## src/rtl/dseq_pkg.sv

```systemverilog
package dseq_pkg;
  localparam int ADDR_W = 9;
  localparam int CC_W   = 5;

  // debug word field positions (software decodes these)
  localparam int BIT_DBZ   = 31;
  localparam int BIT_SATF  = 25;
  localparam int SATA_LO   = 16;
  localparam int BIT_STEPM = 15;
  localparam int BIT_STEPG = 14;
  localparam int CC_LO     = 9;

  function automatic logic [ADDR_W:0] seq_advance(input logic [ADDR_W-1:0] cur,
                                                   input logic take,
                                                   input logic [ADDR_W-1:0] cnt);
    logic [ADDR_W:0] jump;
    jump = take ? {1'b0, cnt} : '0;
    return {1'b0, cur} + jump + {{ADDR_W{1'b0}}, 1'b1};
  endfunction

  function automatic logic cond_match(input logic [CC_W-1:0] cc, input logic [CC_W-1:0] mask);
    return (cc & mask) == mask;
  endfunction

  function automatic logic [31:0] pack_dbg(input logic sat_f, input logic [ADDR_W-1:0] sat_a,
                                           input logic step_m, input logic [CC_W-1:0] cc,
                                           input logic [ADDR_W-1:0] cur);
    return {6'b0, sat_f, sat_a, step_m, 1'b0, cc, cur};
  endfunction
endpackage

```

## src/rtl/dseq_dbg_ctl.sv

```systemverilog
module dseq_dbg_ctl
  import dseq_pkg::*;
(
  input  logic              clk,
  input  logic              rst_n,
  input  logic              dbg_we,
  input  logic [31:0]       dbg_wdata,
  input  logic              cc_we,
  input  logic [CC_W-1:0]   cc_in,
  output logic              step_mode,
  output logic              step_load,
  output logic              step_go,
  output logic              step_exit,
  output logic [ADDR_W-1:0] step_addr,
  output logic              sat_clr,
  output logic [CC_W-1:0]   cc_q,
  output logic              dbase_zero
);
  logic unused_wbits;
  assign unused_wbits = ^{dbg_wdata[30:26], dbg_wdata[24:16], dbg_wdata[13:9]};

  assign step_load = dbg_we & dbg_wdata[BIT_STEPM];
  assign step_go   = step_load & dbg_wdata[BIT_STEPG];
  assign step_exit = dbg_we & ~dbg_wdata[BIT_STEPM] & step_mode;
  assign step_addr = dbg_wdata[ADDR_W-1:0];
  assign sat_clr   = dbg_we & ~dbg_wdata[BIT_SATF];

  always_ff @(posedge clk) begin
    if (!rst_n) begin
      step_mode  <= 1'b0;
      cc_q       <= '0;
      dbase_zero <= 1'b0;
    end else begin
      if (dbg_we) step_mode <= dbg_wdata[BIT_STEPM];
      if (cc_we)  cc_q      <= cc_in;
      dbase_zero <= dbg_we & dbg_wdata[BIT_DBZ];
    end
  end

  AST_DBZ_ONE_CYCLE: assert property (@(posedge clk) disable iff (!rst_n)
    (dbase_zero && !(dbg_we && dbg_wdata[BIT_DBZ])) |=> !dbase_zero);
  AST_CC_HOLD: assert property (@(posedge clk) disable iff (!rst_n)
    !cc_we |=> $stable(cc_q));
endmodule

```

## src/rtl/dseq_sat_cap.sv

```systemverilog
module dseq_sat_cap
  import dseq_pkg::*;
(
  input  logic              clk,
  input  logic              rst_n,
  input  logic              issue,
  input  logic [ADDR_W-1:0] cur_pc,
  input  logic              sat_evt,
  input  logic              clr,
  output logic              sat_flag,
  output logic [ADDR_W-1:0] sat_addr
);
  logic first_hit;
  assign first_hit = issue & sat_evt & ~sat_flag & ~clr;

  always_ff @(posedge clk) begin
    if (!rst_n) begin
      sat_flag <= 1'b0;
      sat_addr <= '0;
    end else if (clr) begin
      sat_flag <= 1'b0;
    end else if (first_hit) begin
      sat_flag <= 1'b1;
      sat_addr <= cur_pc;
    end
  end

  AST_SAT_STICKY: assert property (@(posedge clk) disable iff (!rst_n)
    (sat_flag && !clr) |=> (sat_flag && $stable(sat_addr)));
  AST_SAT_REARM: assert property (@(posedge clk) disable iff (!rst_n)
    clr |=> !sat_flag);
endmodule

```

## src/rtl/dseq_addr_ctl.sv

```systemverilog
module dseq_addr_ctl
  import dseq_pkg::*;
#(
  parameter int NSLOT = 512
)(
  input  logic              clk,
  input  logic              rst_n,
  input  logic              frame_start,
  input  logic              step_mode,
  input  logic              step_load,
  input  logic              step_go,
  input  logic              step_exit,
  input  logic [ADDR_W-1:0] step_addr,
  input  logic              skip_take,
  input  logic [ADDR_W-1:0] skip_cnt,
  output logic [ADDR_W-1:0] pc_q,
  output logic              issue,
  output logic              pass_end
);
  localparam logic [ADDR_W:0] LIMIT = (ADDR_W+1)'(NSLOT);

  logic            run_q, pend_q;
  logic [ADDR_W:0] nxt;
  logic            over;

  assign issue    = run_q | pend_q;
  assign nxt      = seq_advance(pc_q, skip_take, skip_cnt);
  assign over     = nxt >= LIMIT;
  assign pass_end = issue & over;

  always_ff @(posedge clk) begin
    if (!rst_n) begin
      pc_q   <= '0;
      run_q  <= 1'b0;
      pend_q <= 1'b0;
    end else if (step_load) begin
      pc_q   <= step_addr;
      run_q  <= 1'b0;
      pend_q <= step_go;
    end else if (step_exit) begin
      pc_q   <= '0;
      run_q  <= 1'b0;
      pend_q <= 1'b0;
    end else if (issue) begin
      pc_q   <= over ? '0 : nxt[ADDR_W-1:0];
      pend_q <= 1'b0;
      if (over) run_q <= 1'b0;
    end else if (frame_start && !step_mode) begin
      pc_q  <= '0;
      run_q <= 1'b1;
    end
  end

  AST_PC_IN_RANGE: assert property (@(posedge clk) disable iff (!rst_n)
    {1'b0, pc_q} < LIMIT);
  AST_START_AT_ZERO: assert property (@(posedge clk) disable iff (!rst_n)
    $rose(run_q) |-> (pc_q == '0));
  AST_PASS_END_IDLE: assert property (@(posedge clk) disable iff (!rst_n)
    (pass_end && !step_load && !step_exit) |=> (pc_q == '0 && !run_q));
  AST_SKIP_DEST: assert property (@(posedge clk) disable iff (!rst_n)
    (issue && skip_take && !over && !step_load && !step_exit) |=>
      ({1'b0, pc_q} == {1'b0, $past(pc_q)} + {1'b0, $past(skip_cnt)} + 1'b1));
  AST_STEP_SINGLE: assert property (@(posedge clk) disable iff (!rst_n)
    (pend_q && !step_load) |=> !issue);
endmodule

```

## src/rtl/dsp_seq.sv

```systemverilog
module dsp_seq
  import dseq_pkg::*;
#(
  parameter int NSLOT = 512
)(
  input  logic        clk,
  input  logic        rst_n,
  input  logic        frame_start,
  input  logic        sat_evt,
  input  logic        cc_we,
  input  logic [4:0]  cc_in,
  input  logic        skip_req,
  input  logic [4:0]  skip_mask,
  input  logic [8:0]  skip_cnt,
  input  logic        dbg_we,
  input  logic [31:0] dbg_wdata,
  output logic [8:0]  pc,
  output logic        issue,
  output logic [31:0] dbg_rdata,
  output logic        dbase_zero
);
  logic              step_mode, step_load, step_go, step_exit, sat_clr;
  logic [ADDR_W-1:0] step_addr, sat_addr;
  logic [CC_W-1:0]   cc_q;
  logic              sat_flag, skip_take, pass_end;

  assign skip_take = issue & skip_req & cond_match(cc_q, skip_mask);

  dseq_dbg_ctl u_dbg (
    .clk(clk), .rst_n(rst_n), .dbg_we(dbg_we), .dbg_wdata(dbg_wdata),
    .cc_we(cc_we), .cc_in(cc_in), .step_mode(step_mode), .step_load(step_load),
    .step_go(step_go), .step_exit(step_exit), .step_addr(step_addr),
    .sat_clr(sat_clr), .cc_q(cc_q), .dbase_zero(dbase_zero)
  );

  dseq_addr_ctl #(.NSLOT(NSLOT)) u_addr (
    .clk(clk), .rst_n(rst_n), .frame_start(frame_start), .step_mode(step_mode),
    .step_load(step_load), .step_go(step_go), .step_exit(step_exit),
    .step_addr(step_addr), .skip_take(skip_take), .skip_cnt(skip_cnt),
    .pc_q(pc), .issue(issue), .pass_end(pass_end)
  );

  dseq_sat_cap u_sat (
    .clk(clk), .rst_n(rst_n), .issue(issue), .cur_pc(pc), .sat_evt(sat_evt),
    .clr(sat_clr), .sat_flag(sat_flag), .sat_addr(sat_addr)
  );

  assign dbg_rdata = pack_dbg(sat_flag, sat_addr, step_mode, cc_q, pc);

  AST_STEP_NO_FREE_RUN: assert property (@(posedge clk) disable iff (!rst_n)
    (step_mode && !issue && !dbg_we) |=> !issue);
endmodule

```

## config.mk

```make
export PLATFORM = sky130hd
export DESIGN_NAME = dsp_seq
export DESIGN_NICKNAME = d
export VERILOG_FILES = /design/src/rtl/dseq_pkg.sv /design/src/rtl/dseq_dbg_ctl.sv /design/src/rtl/dseq_sat_cap.sv /design/src/rtl/dseq_addr_ctl.sv /design/src/rtl/dsp_seq.sv
export SDC_FILE = /design/constraint.sdc
export NUM_CORES = 1
export LEC_CHECK = 0
export ABC_CLOCK_PERIOD_IN_PS = 3000
export BUFFER_PORTS_ARGS = -buffer_cell sky130_fd_sc_hd__buf_4
export CAP_MARGIN = 20
export CORE_UTILIZATION = 43
export CTS_BUF_LIST = sky130_fd_sc_hd__clkbuf_2
export CTS_CLUSTER_SIZE = 10
export DETAILED_ROUTE_END_ITERATION = 7
export GPL_TIMING_DRIVEN = 0
export PLACE_DENSITY = 0.79
export SYNTH_ARGS = -nofsm -noshare
export SYNTH_HDL_FRONTEND = slang
export SYNTH_SLANG_ARGS = --single-unit
```

## constraint.sdc

```tcl
create_clock -name clk -period 3 [get_ports clk]
set_input_delay 0.45 -clock clk [delete_from_list [all_inputs] [get_ports clk]]
set_output_delay 0.45 -clock clk [all_outputs]
set_load 0.005 [all_outputs]
```

==> flow_metrics.tcl, run 1 <==
set metrics [dict create \
    clock-root-buffer "clkbuf_2" \
    grt_pass1_wl_mm 6.93 \
    clk_pin_slew_ns 0.26 \
    critical_path_class "register to register" \
    fin_crit_sh 0.934 \
    cap_violations 0 \
    rows 22 \
    syn-instance-count 205 \
    yosysTopAreaCell "dfxtp_1" \
    cts_buffer_depth 2 \
    start_util 0.463 \
    critical_path_required_ns 3.25 \
    wire_per_inst_um 12.7 \
    antenna_found_initial 0 \
    hpwl_mm 3.32 \
    antenna_left 0 \
    hold_class "input pin to register" \
    cts_tree "done" \
    finalWorstSetupSlack_ns 0.199 \
    hold_viol 0 \
    portBuffers 72 \
    path_max_fanout 9 \
    nets 360 \
    critPathArrivalTime_ns 3.05 \
    drtPass1Iterations 4 \
    finalPower_mw 0.793 \
    ir_drop_uv 202 \
    yosys.cell_count.top_type "dfxtp_1" \
    cts_sinks 28 \
    status "finished clean" \
    final.min_clock_period_ns 2.80 \
    setup_violations 0 \
    vias_per_cell 4.99 \
    ys_types 37 \
    clk_latency_ns 0.37 \
    ys_top_cells_by_count "dfxtp_1 (28), nor2b_1 (20), buf_4 (18)" \
    die_area_sq_mm 0.00435 \
    grt_start_max_net_pins 16 \
    pin_count 101 \
    synth.avg_cell_area_sq_um 8.58 \
    yosys_register_bits 28 \
    drtIter0Drc 62 \
    drv_slew 0 \
    die_y_um 66.0 \
    vias 1688 \
    p_leak_nw 1.18 \
    grt-ovfl-total 0 \
    gp_congestion 0.858 \
    seq_area_frac_synth 0.319 \
    drc 0 \
    fillers 352 \
    relSlewSlack 0.651 \
    synthArstFlopShare 0 \
    first_global_vias 1622 \
    cts_buffers 3 \
    area_delta_synth_final_pct 39.5 \
    synth_area_leaders "dfxtp_1 (32%), mux2i_1 (8.0%), buf_4 (7.7%)" \
    crit_path_start_kind "register" \
    tightest_slew_ns 0.523 \
    cp-end-kind "register" \
    diodes 0 \
    synth.top_cell.area_share 0.319 \
    fin_hold_ws_ns 0.293 \
    synth_edf_count 0 \
    htree_levels 1 \
    power_density_mw_per_mm2 323 \
    skew_ns 0.0230 \
    fin_util 0.646 \
    syn_area_sq_mm 0.00176 \
    ys_warn_count 0 \
    dp_worst_setup_slack_ns -0.387 \
    die_w_um 66.0 \
    synth_top_flop_cell "dfxtp_1" \
    fmax_ghz 0.357 \
    cts_hold_buf 0 \
    rsz0062_at_grt "false" \
    drive_above_1_share 0.369 \
    core_sq_mm 0.00380 \
    wl_mm 4.30 \
    grt_usage 0.204 \
]
## worst max-delay path, stage by stage, from the launching register on
cell,delay (ns)
dfxtp_1,0.38
nor2_1,0.17
inv_2,0.10
o221ai_2,0.10
nor3_4,0.05
buf_4,0.17
and2_1,0.16
ha_1,0.38
nand3_1,0.10
o21bai_1,0.21
a211oi_2,0.38
nor3_4,0.08
buf_4,0.17
a22oi_1,0.13
a21oi_1,0.09
## metrics by stage
| stage | TNS [ns] | area, sq um | cells |
|---|---|---|---|
| floorplan | 0 | 1780 | 211 |
| global route | 0 | 2450 | 338 |
| finish | 0 | 2450 | 338 |
| detailed placement | -3.10 | 2380 | 331 |
| global placement | -2.06 | 2380 | 331 |
| CTS | 0 | 2430 | 337 |
## state kept, by name, summed over array words and instances (netlist names)
| name | cells |
|---|---|
| u_dbg.step_mode | 1 |
| u_sat.sat_flag | 1 |
| u_sat.sat_addr | 9 |
| u_addr.pc_q | 9 |
| u_dbg.dbase_zero | 1 |
| u_dbg.cc_q | 5 |
| u_addr.run_q | 1 |
| u_addr.pend_q | 1 |
## worst paths after layout
kind	cells past startpoint	end	start	slack, ns
worst max-delay path	14	u_addr.pc_q[3]	u_addr.run_q	0.20
worst min-delay path	2	u_dbg.dbase_zero	dbg_wdata[31]	0.29
worst max register to register	14	u_addr.pc_q[3]	u_addr.run_q	0.20
worst min register to register	2	u_sat.sat_addr[3]	u_sat.sat_addr[3]	0.54
## placed cells by master (no fill, tap or decap), drive strengths merged, types with 3 or more instances in the layout
cell    count
a21o        3
buf        95
nand2      14
conb        7
nor2        8
dfxtp      28
a31oi       3
ha         10
clkbuf      8
xnor2       3
a211oi      3
a21oi      12
a22oi       7
o21ai      13
inv         9
nor2b      20
nor3        4
mux2i      14
and2        9
## layer usage
layer  share of wire  wire, um  track usage
met1            0.41      1760        0.226
met2            0.51      2180        0.384
met3           0.074       316       0.0362
met4          0.0098        42       0.0718
met5               0         0            0
## cell families after synthesis
family | after synthesis | share of synthesized area
compound gates | 51 | 0.191
xor+xnor | 5 | 0.0249
fa+ha+maj | 11 | 0.0825
buf+inv | 34 | 0.112
flops | 28 | 0.319
mux | 14 | 0.0797
other cells | 1 | 0.00213
simple gates | 61 | 0.190
## power breakdown
| part | leakage, nW | internal, mW | switching [mW] |
|---|---|---|---|
| Combinational | 0.942 | 0.138 | 0.102 |
| Clock | 0.0140 | 0.0289 | 0.109 |
| Sequential | 0.229 | 0.393 | 0.0218 |
| Total | 1.18 | 0.561 | 0.232 |
## what timing repair did
item | CTS | global route
buffers inserted | 2 | 1
hold endpoints to repair | 0 | 0
pin swaps | 1 | 4
gates resized for setup | 3 | 4
endpoints found under the setup margin | 10 | 8
## layout make-up
type	count	area, sq um	share of cell area
multi-input cells	149	1060	0.430
repair buffers	75	563	0.229
flip-flops and latches	28	561	0.228
plain buffers	25	163	0.0663
well taps	48	60.1	0.0245
inverters	9	33.8	0.0138
clock buffers	3	15.0	0.00612
clock inverters	1	3.75	0.00153
Power figures use the tool's default switching activity.
==> run 2, diff against run 1 <==
- PLACE_DENSITY: 0.79 -> 0.83
==> flow_metrics.tcl, run 2 (synthesized netlist as in run 1, its figures left out) <==
set metrics [dict create \
    status "finished clean" \
    hold_viol 0 \
    rsz0062_at_grt "false" \
    wire_per_inst_um 13.0 \
    clock-root-buffer "clkbuf_2" \
    start_util 0.463 \
    die_area_sq_mm 0.00435 \
    drc 0 \
    die_w_um 66.0 \
    worst-path-buf-inv 2 \
    power_density_mw_per_mm2 323 \
    dpl_cell_area_sq_mm 0.00238 \
    area_delta_synth_final_pct 39.5 \
    grt-ovfl-total 0 \
    critPathTopFamily "compound AO/OA/AOI/OAI gates" \
    critPathArrivalTime_ns 3.11 \
    drtIter0Drc 57 \
    dp_worst_setup_slack_ns -0.342 \
    setup_violations 0 \
    hpwl_mm 3.28 \
    grt_start_max_net_pins 16 \
    first_global_vias 1505 \
    cap_violations 0 \
    drv_slew 0 \
    vias_per_cell 4.97 \
    crit_top_cell "nor3_4" \
    die_y_um 66.0 \
    cp-end-kind "register" \
    critical_path_class "register to register" \
    fin_crit_sh 0.927 \
    layout_commonest_cell "buf_4" \
    antenna_left 0 \
    path_max_fanout 6 \
    cp_slowest_cell "dfxtp_1" \
    antenna_found_initial 0 \
    grt_usage 0.196 \
    core_sq_mm 0.00380 \
    htree_levels 1 \
    final.min_clock_period_ns 2.78 \
    grt_pass1_wl_mm 6.50 \
    drive_above_1_share 0.363 \
    cts_hold_buf 0 \
    vias 1675 \
    nets 359 \
    rows 22 \
    hold_class "input pin to register" \
    finalWorstSetupSlack_ns 0.219 \
    crit_path_start_kind "register" \
    mostFrequentLayoutCells "buf_4 (91), dfxtp_1 (28), nor2b_1 (20), nand2_1 (14), mux2i_1 (14)" \
    max_stage_delay_ns 0.38 \
    diodes 0 \
    post-route-cell-area_sq_mm 0.00245 \
    clk_latency_ns 0.37 \
    cts_buffer_depth 2 \
    pin_count 101 \
    critical_path_required_ns 3.33 \
    crit_chain "nor2_1 -> inv_1 -> o221ai_2 -> nor3_4 -> and2_1 -> ha_1 -> a21o_1 -> a21oi_2 -> a211oi_2 -> nor3_4 -> buf_4 -> a22oi_1 -> a21oi_1" \
    fmax_ghz 0.360 \
    wl_mm 4.37 \
    gp_congestion 0.901 \
    ir_drop_uv 151 \
    cts_buffers 3 \
    largestRegisters "u_addr.pc_q: 9 flops, u_sat.sat_addr: 9 flops, u_dbg.cc_q: 5 flops" \
    cts_sinks 28 \
    drtPass1Iterations 4 \
    cts_tree "done" \
    clk_pin_slew_ns 0.26 \
    fillers 335 \
    skew_ns 0.0156 \
    p_leak_nw 1.18 \
    finalPower_mw 0.793 \
    portBuffers 72 \
]
[run 2: cell types whose count changed in the layout (fill, tap and decap cells not counted)]
cell and change:
buf_4 -2, inv_2 -1, o22ai_1 -1, nor3_2 +1, o21ai_1 +1, fa_1 +1
o22ai_2 +1, inv_1 +1, fa_2 -1, o21ai_0 -1
[run 2: worst paths after layout]
kind              slack [ns]  cells past startpoint               from                 to
hold / removal          0.31                      2      dbg_wdata[14]      u_addr.pend_q
setup reg to reg        0.22                     13       u_addr.run_q     u_addr.pc_q[4]
hold reg to reg         0.54                      2  u_sat.sat_addr[0]  u_sat.sat_addr[0]
setup / recovery        0.22                     13       u_addr.run_q     u_addr.pc_q[4]
[run 2: final cells by class]
cell class                 instances  area [sq um]  share of cell area
sequential                        28           561               0.228
tap                               48          60.1              0.0245
buffer                            25           163              0.0663
clock inverter                     1          3.75             0.00153
inverter                           9          33.8              0.0138
clock buffer                       3          15.0             0.00612
multi-input combinational        150          1070               0.436
timing repair buffer              73           548               0.223
[run 2: repair_timing]
item                       in CTS  in global routing
resized for setup               2                  5
gates cloned                    0                  1
pin swaps                       0                  2
setup buffers                   0                  1
setup endpoints to repair      10                  9
[run 2: stage by stage]
step                 util  hold WS (ns)  TNS [ns]  cells
finish              0.646         0.305         0    337
CTS                 0.635         0.300         0    335
global route        0.646         0.250         0    337
detailed placement  0.627         0.509     -2.85    331
global placement    0.627         0.498     -2.40    331
floorplan               -         0.482         0    211
[run 2: metal layers]
metal | GRT usage | part of all wire | up-vias
met5 | 0 | 0 | -
met3 | 0.0397 | 0.068 | 7
met2 | 0.343 | 0.50 | 57
met4 | 0.0878 | 0.014 | 0
met1 | 0.228 | 0.42 | 755
li1 | - | - | 856
[run 2: power by group]
part           internal, mW  total (mW)  switching, mW
Clock                0.0289       0.139          0.110
Sequential            0.393       0.416         0.0224
Combinational         0.137       0.239          0.102
Total                 0.559       0.793          0.234
==> run 3, diff against run 2 <==
- ABC_AREA: default -> 1
- HOLD_SLACK_MARGIN: default -> 0.1
- PLACE_DENSITY: 0.83 -> 0.82
==> flow_metrics.tcl, run 3 <==
set metrics [dict create \
    yosys_register_bits 28 \
    syn-instance-count 259 \
    cts_buffer_depth 2 \
    cp-end-kind "register" \
    fmax_ghz 0.394 \
    synth_top_flop_cell "dfxtp_1" \
    yosys.area_share.xor_xnor 0.0148 \
    power_density_mw_per_mm2 328 \
    grt-ovfl-total 0 \
    clk_pin_slew_ns 0.26 \
    synth.avg_cell_area_sq_um 6.86 \
    synth_compound_area_frac 0.166 \
    rsz0062_at_grt "false" \
    grt_usage 0.194 \
    synthArstFlopShare 0 \
    area_delta_synth_final_pct 36.8 \
    final.min_clock_period_ns 2.54 \
    post_cts_resize_count 0 \
    path_max_fanout 8 \
    fin_crit_sh 0.846 \
    cts_tree "done" \
    wl_mm 4.22 \
    ys_top_cells_by_count "nand2_1 (44), nor2_1 (40), inv_1 (32)" \
    critPathArrivalTime_ns 2.84 \
    gp_congestion 0.826 \
    cts_sinks 28 \
    crit_path_end "u_addr.pc_q[8]" \
    grt_pass1_wl_mm 6.62 \
    r2r-start "u_addr.run_q" \
    fin_tns_setup_ns 0 \
    yosysTopAreaCell "dfxtp_1" \
    finalPower_mw 0.797 \
    ys_warn_count 0 \
    drtPass1Iterations 4 \
    post-route-cell-area_sq_mm 0.00243 \
    worstReg2RegEnd "u_addr.pc_q[8]" \
    setup_violations 0 \
    synthMuxAreaShare 0 \
    vias_per_cell 4.69 \
    synthSimpleGateAreaFrac 0.264 \
    mostFrequentLayoutCells "buf_4 (92), nand2_1 (44), nor2_1 (40), inv_1 (32), dfxtp_1 (28)" \
    synth_edf_count 0 \
    diodes 0 \
    synth.top_cell.area_share 0.316 \
    fillers 349 \
    nets 413 \
    antenna_left 0 \
    crit_path_start_kind "register" \
    first_global_vias 1562 \
    drc 0 \
    dpl_cell_area_sq_mm 0.00241 \
    dp_worst_setup_slack_ns 0.293 \
    vias 1830 \
    htree_levels 1 \
    hold_viol 0 \
    pin_count 101 \
    skew_ns 0.0257 \
    die_y_um 66.3 \
    drtIter0Drc 91 \
    hold_class "input pin to register" \
    reg2reg_depth 14 \
    clock-root-buffer "clkbuf_2" \
    portBuffers 74 \
    p_leak_nw 1.30 \
    synth_area_leaders "dfxtp_1 (32%), nand2_1 (9.3%), nor2_1 (8.5%)" \
    ys_types 28 \
    core_sq_mm 0.00380 \
    critical_path.startpoint "u_addr.run_q" \
    hpwl_mm 3.60 \
    largestRegisters "u_addr.pc_q: 9 flops, u_sat.sat_addr: 9 flops, u_dbg.cc_q: 5 flops" \
    synth_fa_ha_area_frac 0.0817 \
    syn_area_sq_mm 0.00178 \
    die_area_sq_mm 0.00439 \
    layout_commonest_cell "buf_4" \
    synth_top_family_by_area "simple AND/OR/NAND/NOR gates" \
    drv_slew 0 \
    clk_latency_ns 0.37 \
    finalWorstSetupSlack_ns 0.463 \
    yosys.cell_count.top_type "nand2_1" \
    start_util 0.467 \
    status "finished clean" \
    die_w_um 66.3 \
    cap_violations 0 \
    rows 22 \
    critical_path_required_ns 3.30 \
    drive_above_1_share 0.307 \
    antenna_found_initial 0 \
    cts_buffers 3 \
    cts_hold_buf 0 \
    reg2reg_slack_ns 0.46 \
    grt_start_max_net_pins 15 \
    critical_path_class "register to register" \
    cts_setup_buffers 0 \
    wire_per_inst_um 10.8 \
    ir_drop_uv 138 \
    seq_area_frac_synth 0.316 \
]
run 3: cell count changes after synthesis, moves of 13 or more:
cell,change
a21oi_1,+13
inv_1,+23
mux2i_1,-14
nand2_1,+30
nor2_1,+32
nor2b_1,-20
run 3: power breakdown:
| group | internal (mW) | switching [mW] |
|---|---|---|
| sequential | 0.398 | 0.0251 |
| clock | 0.0272 | 0.107 |
| combinational | 0.134 | 0.105 |
run 3: cell families after synthesis:
| logic type | after synthesis |
|---|---|
| fa+ha+maj | 11 |
| buf+inv | 56 |
| flops | 28 |
| compound gates | 55 |
| other cells | 1 |
| xor+xnor | 3 |
| simple gates | 105 |
run 3: critical path, stage by stage, from the launching register on:
cell      delay [ns]
dfxtp_1         0.43
nor2_4          0.06
a221oi_1        0.29
nand2_1         0.27
nor2_1          0.18
ha_1            0.30
nand2_1         0.14
inv_1           0.05
nand2_1         0.07
nand2_1         0.05
nand2_1         0.07
nand3_2         0.09
nor2_4          0.18
nand3_1         0.12
a21oi_1         0.16
run 3: worst min path at each step:
stage | start | to | cells after the start
after CTS | dbg_wdata[31] | u_dbg.dbase_zero | 3
after floorplan | u_dbg.cc_q[4] | u_dbg.cc_q[4] | 2
after global placement | u_dbg.cc_q[4] | u_dbg.cc_q[4] | 2
after detailed placement | u_dbg.cc_q[4] | u_dbg.cc_q[4] | 2
final | dbg_wdata[31] | u_dbg.dbase_zero | 3
after global routing | dbg_wdata[31] | u_dbg.dbase_zero | 3
run 3: final cells by class:
class                   count  area [sq um]  share of cell area
plain buffers              21           146              0.0603
clock buffers               3          15.0             0.00618
inverters                  35           131              0.0541
multi-input cells         181           960               0.395
flip-flops and latches     28           561               0.231
well taps                  48          60.1              0.0247
repair buffers             74           556               0.229
run 3: through the flow:
stage / std cells / utilization / hold slack, ns
after floorplan: 265 / - / 0.460
after global placement: 387 / 0.635 / 0.462
after detailed placement: 387 / 0.635 / 0.466
after CTS: 390 / 0.639 / 0.266
after global routing: 390 / 0.639 / 0.270
final: 390 / 0.639 / 0.264
run 3: routing by layer:
layer	global-route usage	routed length, um	up-vias
met5	0	0	-
met4	0.0691	46	0
met3	0.0172	231	4
met2	0.337	2030	55
met1	0.248	1920	792
li1	-	-	979
